==> src/rtl/fac_pkg.sv <==
package fac_pkg;
    typedef enum logic [1:0] {
        ST_OFF   = 2'd0,
        ST_ARMED = 2'd1,
        ST_FREE  = 2'd2
    } fac_state_e;
endpackage

==> src/rtl/fac_code.sv <==
module fac_code #(
    parameter int CODE_W = 6
) (
    input  logic              clk,
    input  logic              rst_n,
    input  logic              code_wr,
    input  logic [CODE_W-1:0] code_in,
    input  logic              load,
    output logic [CODE_W-1:0] shadow_o
);
    logic [CODE_W-1:0] host_q;
    logic [CODE_W-1:0] shadow_q;
    logic [CODE_W-1:0] load_src;

    // A write in the same cycle as a load is taken as the newest code
    assign load_src = code_wr ? code_in : host_q;

    always_ff @(posedge clk) begin
        if (!rst_n) begin
            host_q   <= '0;
            shadow_q <= '0;
        end else begin
            if (code_wr) host_q <= code_in;
            if (load) shadow_q <= load_src;
        end
    end

    assign shadow_o = shadow_q;
endmodule

==> src/rtl/fac_pattern.sv <==
module fac_pattern #(
    parameter int CODE_W = 6,
    parameter int ONES_W = 8,
    localparam int PAT_LEN = CODE_W + ONES_W + 2,
    localparam int POS_W = $clog2(PAT_LEN)
) (
    input  logic [CODE_W-1:0] code,
    input  logic [POS_W-1:0]  pos,
    output logic              bit_o
);
    logic [PAT_LEN-1:0] pat;

    // index 0: zero, then code LSB first, then zero, then the ones run
    assign pat[0] = 1'b0;
    generate
        for (genvar i = 0; i < CODE_W; i++) begin : g_code
            assign pat[1+i] = code[i];
        end
        assign pat[CODE_W+1] = 1'b0;
        for (genvar j = 0; j < ONES_W; j++) begin : g_ones
            assign pat[CODE_W+2+j] = 1'b1;
        end
    endgenerate

    assign bit_o = pat[pos];
endmodule

==> src/rtl/fac_seq.sv <==
module fac_seq
    import fac_pkg::*;
#(
    parameter int PAT_LEN = 16,
    parameter int REPEATS = 10,
    localparam int POS_W = $clog2(PAT_LEN),
    localparam int CNT_W = $clog2(REPEATS + 1)
) (
    input  logic             clk,
    input  logic             rst_n,
    input  logic             enable,
    input  logic             start,
    input  logic             frame_tick,
    output logic [POS_W-1:0] pos_o,
    output logic             load_o,
    output logic             active_o,
    output logic             done_o
);
    localparam logic [POS_W-1:0] LAST = POS_W'(PAT_LEN - 1);

    fac_state_e        state_q, state_n;
    logic [POS_W-1:0]  pos_q, pos_n;
    logic [CNT_W-1:0]  cnt_q, cnt_n;
    logic              pend_q, pend_n;
    logic              at_wrap, at_rest, take_start;

    assign at_wrap    = frame_tick && (pos_q == LAST);
    assign at_rest    = !frame_tick && (pos_q == '0);
    assign take_start = (pend_q || start) && (at_wrap || at_rest);

    always_ff @(posedge clk) begin
        if (!rst_n) begin
            state_q <= ST_OFF;
            pos_q   <= '0;
            cnt_q   <= '0;
            pend_q  <= 1'b0;
        end else begin
            state_q <= state_n;
            pos_q   <= pos_n;
            cnt_q   <= cnt_n;
            pend_q  <= pend_n;
        end
    end

    always_comb begin
        state_n = state_q;
        pos_n   = pos_q;
        cnt_n   = cnt_q;
        pend_n  = pend_q;
        load_o  = 1'b0;
        done_o  = 1'b0;
        unique case (state_q)
            ST_OFF: begin
                pos_n  = '0;
                cnt_n  = '0;
                pend_n = 1'b0;
                if (enable) begin
                    load_o  = 1'b1;
                    state_n = start ? ST_ARMED : ST_FREE;
                end
            end
            ST_ARMED, ST_FREE: begin
                if (!enable) begin
                    state_n = ST_OFF;
                    pos_n   = '0;
                    cnt_n   = '0;
                    pend_n  = 1'b0;
                end else begin
                    if (frame_tick) pos_n = at_wrap ? '0 : pos_q + POS_W'(1);
                    if (at_wrap && cnt_q < CNT_W'(REPEATS)) cnt_n = cnt_q + CNT_W'(1);
                    if (state_q == ST_ARMED && at_wrap && cnt_q == CNT_W'(REPEATS - 1)) begin
                        done_o  = 1'b1;
                        state_n = ST_FREE;
                    end
                    if (start) pend_n = 1'b1;
                    if (take_start) begin
                        load_o  = 1'b1;
                        cnt_n   = '0;
                        pend_n  = 1'b0;
                        state_n = ST_ARMED;
                    end
                end
            end
            default: state_n = ST_OFF;
        endcase
    end

    assign pos_o    = pos_q;
    assign active_o = (state_q != ST_OFF);

    // each consumed bit moves the index forward by one inside a copy
    assert_pos_step_R3: assert property (@(posedge clk) disable iff (!rst_n)
        (state_q != ST_OFF && enable && frame_tick && pos_q != LAST)
        |=> pos_q == $past(pos_q) + POS_W'(1));

    // copy counter never passes the target
    assert_cnt_sat_R4: assert property (@(posedge clk) disable iff (!rst_n)
        cnt_q <= CNT_W'(REPEATS));

    // a low enable always lands in OFF
    assert_off_R2: assert property (@(posedge clk) disable iff (!rst_n)
        !enable |=> state_q == ST_OFF);
endmodule

==> src/rtl/fac_irq.sv <==
module fac_irq (
    input  logic clk,
    input  logic rst_n,
    input  logic set_evt,
    input  logic clr_evt,
    output logic irq_o
);
    logic irq_q;

    always_ff @(posedge clk) begin
        if (!rst_n)       irq_q <= 1'b0;
        else if (set_evt) irq_q <= 1'b1;
        else if (clr_evt) irq_q <= 1'b0;
    end

    assign irq_o = irq_q;

    // a clear with no competing set empties the flag
    assert_clear_R6: assert property (@(posedge clk) disable iff (!rst_n)
        (clr_evt && !set_evt) |=> !irq_q);

    // without a clear the flag holds
    assert_sticky_R6: assert property (@(posedge clk) disable iff (!rst_n)
        (irq_q && !clr_evt) |=> irq_q);
endmodule

==> src/rtl/fac_tx.sv <==
module fac_tx #(
    parameter int CODE_W  = 6,
    parameter int ONES_W  = 8,
    parameter int REPEATS = 10
) (
    input  logic              clk,
    input  logic              rst_n,
    input  logic              enable_i,
    input  logic              code_wr_i,
    input  logic [CODE_W-1:0] code_i,
    input  logic              start_i,
    input  logic              irq_en_i,
    input  logic              status_rd_i,
    input  logic              irq_clr_i,
    input  logic              frame_tick_i,
    output logic              code_bit_o,
    output logic              irq_o
);
    localparam int PAT_LEN = CODE_W + ONES_W + 2;
    localparam int POS_W   = $clog2(PAT_LEN);

    logic [POS_W-1:0]  pos;
    logic              load, active, done, pat_bit;
    logic [CODE_W-1:0] shadow;

    fac_seq #(.PAT_LEN(PAT_LEN), .REPEATS(REPEATS)) u_seq (
        .clk        (clk),
        .rst_n      (rst_n),
        .enable     (enable_i),
        .start      (start_i),
        .frame_tick (frame_tick_i),
        .pos_o      (pos),
        .load_o     (load),
        .active_o   (active),
        .done_o     (done)
    );

    fac_code #(.CODE_W(CODE_W)) u_code (
        .clk      (clk),
        .rst_n    (rst_n),
        .code_wr  (code_wr_i),
        .code_in  (code_i),
        .load     (load),
        .shadow_o (shadow)
    );

    fac_pattern #(.CODE_W(CODE_W), .ONES_W(ONES_W)) u_pat (
        .code  (shadow),
        .pos   (pos),
        .bit_o (pat_bit)
    );

    fac_irq u_irq (
        .clk     (clk),
        .rst_n   (rst_n),
        .set_evt (done && irq_en_i),
        .clr_evt (status_rd_i || irq_clr_i),
        .irq_o   (irq_o)
    );

    assign code_bit_o = active ? pat_bit : 1'b1;

    // disabled line is all ones from the following cycle
    assert_idle_ones_R2: assert property (@(posedge clk) disable iff (!rst_n)
        !enable_i |=> code_bit_o);

    // the interrupt only rises while it is enabled
    assert_irq_gate_R10: assert property (@(posedge clk) disable iff (!rst_n)
        $rose(irq_o) |-> $past(irq_en_i));
endmodule

==> config.mk <==
export PLATFORM = sky130hd
export DESIGN_NAME = fac_tx
export DESIGN_NICKNAME = d
export VERILOG_FILES = /design/src/rtl/fac_pkg.sv /design/src/rtl/fac_code.sv /design/src/rtl/fac_pattern.sv /design/src/rtl/fac_seq.sv /design/src/rtl/fac_irq.sv /design/src/rtl/fac_tx.sv
export SDC_FILE = /design/constraint.sdc
export NUM_CORES = 1
export LEC_CHECK = 0
export BUFFER_PORTS_ARGS = -buffer_cell sky130_fd_sc_hd__buf_2
export CAP_MARGIN = 25
export CORE_MARGIN = 8
export CORE_UTILIZATION = 45
export DETAILED_ROUTE_END_ITERATION = 6
export PLACE_DENSITY = 0.66
export SLEW_MARGIN = 20
export SYNTH_ARGS = -nofsm -noshare
export SYNTH_HDL_FRONTEND = slang
export SYNTH_SLANG_ARGS = --single-unit
==> constraint.sdc <==
create_clock -name clk -period 1.9 [get_ports clk]
set_input_delay 0.38 -clock clk [delete_from_list [all_inputs] [get_ports clk]]
set_output_delay 0.38 -clock clk [all_outputs]
set_load 0.005 [all_outputs]
==> flow_summary.json <==
{
  "syn_nets": 161,
  "die_height_um": 69.26,
  "gp_congestion": 0.8660,
  "synth_most_common_cell": "dfxtp_1",
  "drt-total-wl_um": 2993,
  "timing.final.crit_share_pct": 103.5,
  "drc": 0,
  "pin_count": 17,
  "synth_top_flop_cell": "dfxtp_1",
  "cap_violations": 0,
  "ant_nets": 0,
  "hold_end": "u_irq.irq_o",
  "cp_top_family": "simple AND/OR/NAND/NOR gates",
  "cts.sinks": 24,
  "finalHoldViolations": 0,
  "power.density_nw_per_um2": 823.7,
  "min_from": "irq_en_i",
  "ys_warn_count": 0,
  "slew_viol_final": 0,
  "vdd.ir_drop.worst_mv": 0.6614,
  "fmax_mhz": 508.6,
  "cp_data_required_time_ns": 2.16,
  "leakage_nw": 0.6916,
  "cts_buffers": 3,
  "synth_top_area_share_pct": 37.65,
  "final_util_pct": 58.58,
  "avgSynthCellArea_um2": 9.181,
  "synth_top_cell_by_area": "dfxtp_1",
  "start_util_pct": 46.68,
  "whs_ns": 0.3293,
  "area_delta_synth_final_pct": 25.49,
  "postLayoutCellArea_um2": 1602,
  "worstSetupPathType": "register to register",
  "clk_pin_slew_ns": 0.14,
  "dr.pass1.iters": 4,
  "max-clock-path-buffers": 2,
  "drtIter0Drc": 71,
  "clock_latency_ns": 0.32,
  "synth-seq-cells": 24,
  "fp.dieW_um": 69.26,
  "r2r_end": "u_seq.state_q[0]",
  "setup_viol": 8,
  "rr_worst_depth": 7,
  "die-area_um2": 4796,
  "grt_pass1_wl_um": 5209,
  "dp_hpwl_um": 2239,
  "vias_per_cell": 5.787,
  "fin_ws_ns": -0.06620,
  "rsz0062_at_grt": "yes",
  "hold_class": "input port to register",
  "worst_path_largest_cell_delay_ns": 0.50,
  "async_flop_share_pct": 0,
  "r2r-start": "u_seq.pos_o[0]",
  "reg2reg_setup_slack_ns": -0.07,
  "cp_num_buf_inv": 1,
  "arrival_ns": 2.23,
  "yosysSeqAreaShare_pct": 37.65,
  "clock_skew_ns": 0.001320,
  "cp_cell_sequence": "inv_2, ha_1, or4b_4, a21oi_4, o32ai_2, or4_1, a21boi_1",
  "crit_path_max_fanout": 3,
  "status": "complete, but fails checks",
  "wl_per_cell_um": 14.82,
  "crit_slowest_cell": "or4b_4",
  "rows": 19,
  "core_um2": 2734,
  "crit_path_start_kind": "register",
  "worstMarginPinSlew_ns": 0.3705,
  "synthTopCellsByArea": "dfxtp_1 (38%), ha_1 (6.9%), mux2i_1 (5.5%)",
  "nNetsFinal": 194,
  "htreeDepth": 1,
  "synth.distinct_cells": 40,
  "tritoncts": "yes",
  "slew_headroom_pct": 75.30,
  "grt-ovfl-total": 0,
  "tns_ns": -0.1946,
  "worstSetupEndpointType": "register",
  "num_vias": 1169,
  "grt_max_degree": 25,
  "netlist_area_um2": 1276,
  "synthTopCellsByCount": "dfxtp_1 (24), nand2_1 (15), nor2b_1 (11)",
  "grt_pass1_vias": 1219,
  "port_buffers": 16,
  "antenna_found_initial": 0,
  "period_needed_ns": 1.966,
  "synth-edff-count": 0,
  "place_area_um2": 1481,
  "holdPathStages": 3,
  "cts_root_buf": "clkbuf_4",
  "track_usage_pct": 12.40,
  "violations": "negative setup slack",
  "synth_cells": 139,
  "drive_gt1_share_pct": 36.26,
  "n_antenna_cell": 0
}
==> per-layer routing <==
layer	track usage [%]	wire length, µm
met1	15.21	1362
met2	20.80	1432
met3	2.289	163
met4	4.556	36
met5	0	0
==> how the worst max path moves through the flow <==
stage                        to  slack, ns           start  depth (start not counted)
2_1_floorplan  u_seq.state_q[0]      -0.04  u_seq.pos_o[0]                          8
3_3_place_gp   u_seq.state_q[0]       0.02    frame_tick_i                          6
3_5_place_dp   u_seq.state_q[0]      -0.08  u_seq.pos_o[1]                          7
4_1_cts        u_seq.state_q[0]      -0.08  u_seq.pos_o[0]                          7
5_1_grt        u_seq.state_q[0]      -0.17  u_seq.pos_o[0]                          7
6_report       u_seq.state_q[0]      -0.07  u_seq.pos_o[0]                          7
==> flip-flops by register name, summed over array words and instances (netlist names) <==
signal           count
u_seq.state_q        2
u_seq.pos_o          4
u_irq.irq_o          1
u_seq.cnt_q          4
u_code.host_q        6
u_seq.pend_q         1
u_code.shadow_o      6
==> metrics by stage <==
stage,cells,power (mW),setup slack (ns)
after global routing,202,1.381,-0.1690
after detailed placement,195,0.9073,-0.07940
after CTS,201,1.298,-0.07923
after floorplan,139,0.7756,-0.04265
after global placement,195,0.8931,0.01752
final,202,1.319,-0.06620
==> where the power goes <==
part,internal (mW),total (mW),switching [mW]
sequential,0.542,0.563,0.0209
clock,0.213,0.378,0.165
combinational,0.191,0.378,0.188
==> worst min-delay path: stages <==
cell	delay (ns)
buf_2	0.08
a32oi_1	0.07
nor2b_1	0.09
==> cells in the final DEF (no fill, tap or decap), types with 6 or more instances in the layout <==
cell      n
buf_2    16
nand2_1  12
mux2i_1   7
ha_1      6
nor2b_1  10
buf_4    16
o221a_2   6
dfxtp_1  22
==> timing repair <==
action,CTS,global route
gates resized for setup,8,9
hold buffers,0,0
pin swaps,4,3
endpoints found under the setup margin,3,12
buffers inserted,2,1
==> area by class of cell <==
class	instances	area, µm²
clock buffer	3	22.52
clock inverter	1	30.03
sequential	24	483.0
multi-input combinational	102	778.2
tap	31	38.79
inverter	7	26.28
fill	256	1132
timing repair buffer	34	222.7
==> logic make-up (layout without fill, tap and decap cells) <==
logic type | count (synthesis) | after routing | share of synthesized area, %
AND/OR/NAND/NOR | 52 | 52 | 22.45
AO/OA/AOI/OAI | 34 | 34 | 21.57
flip-flops | 24 | 24 | 37.65
buffers and inverters | 13 | 45 | 4.412
multiplexers | 8 | 8 | 6.373
adder cells (fa/ha/maj) | 7 | 7 | 6.862
XOR/XNOR | 1 | 1 | 0.6864
Power figures use the tool's default switching activity.
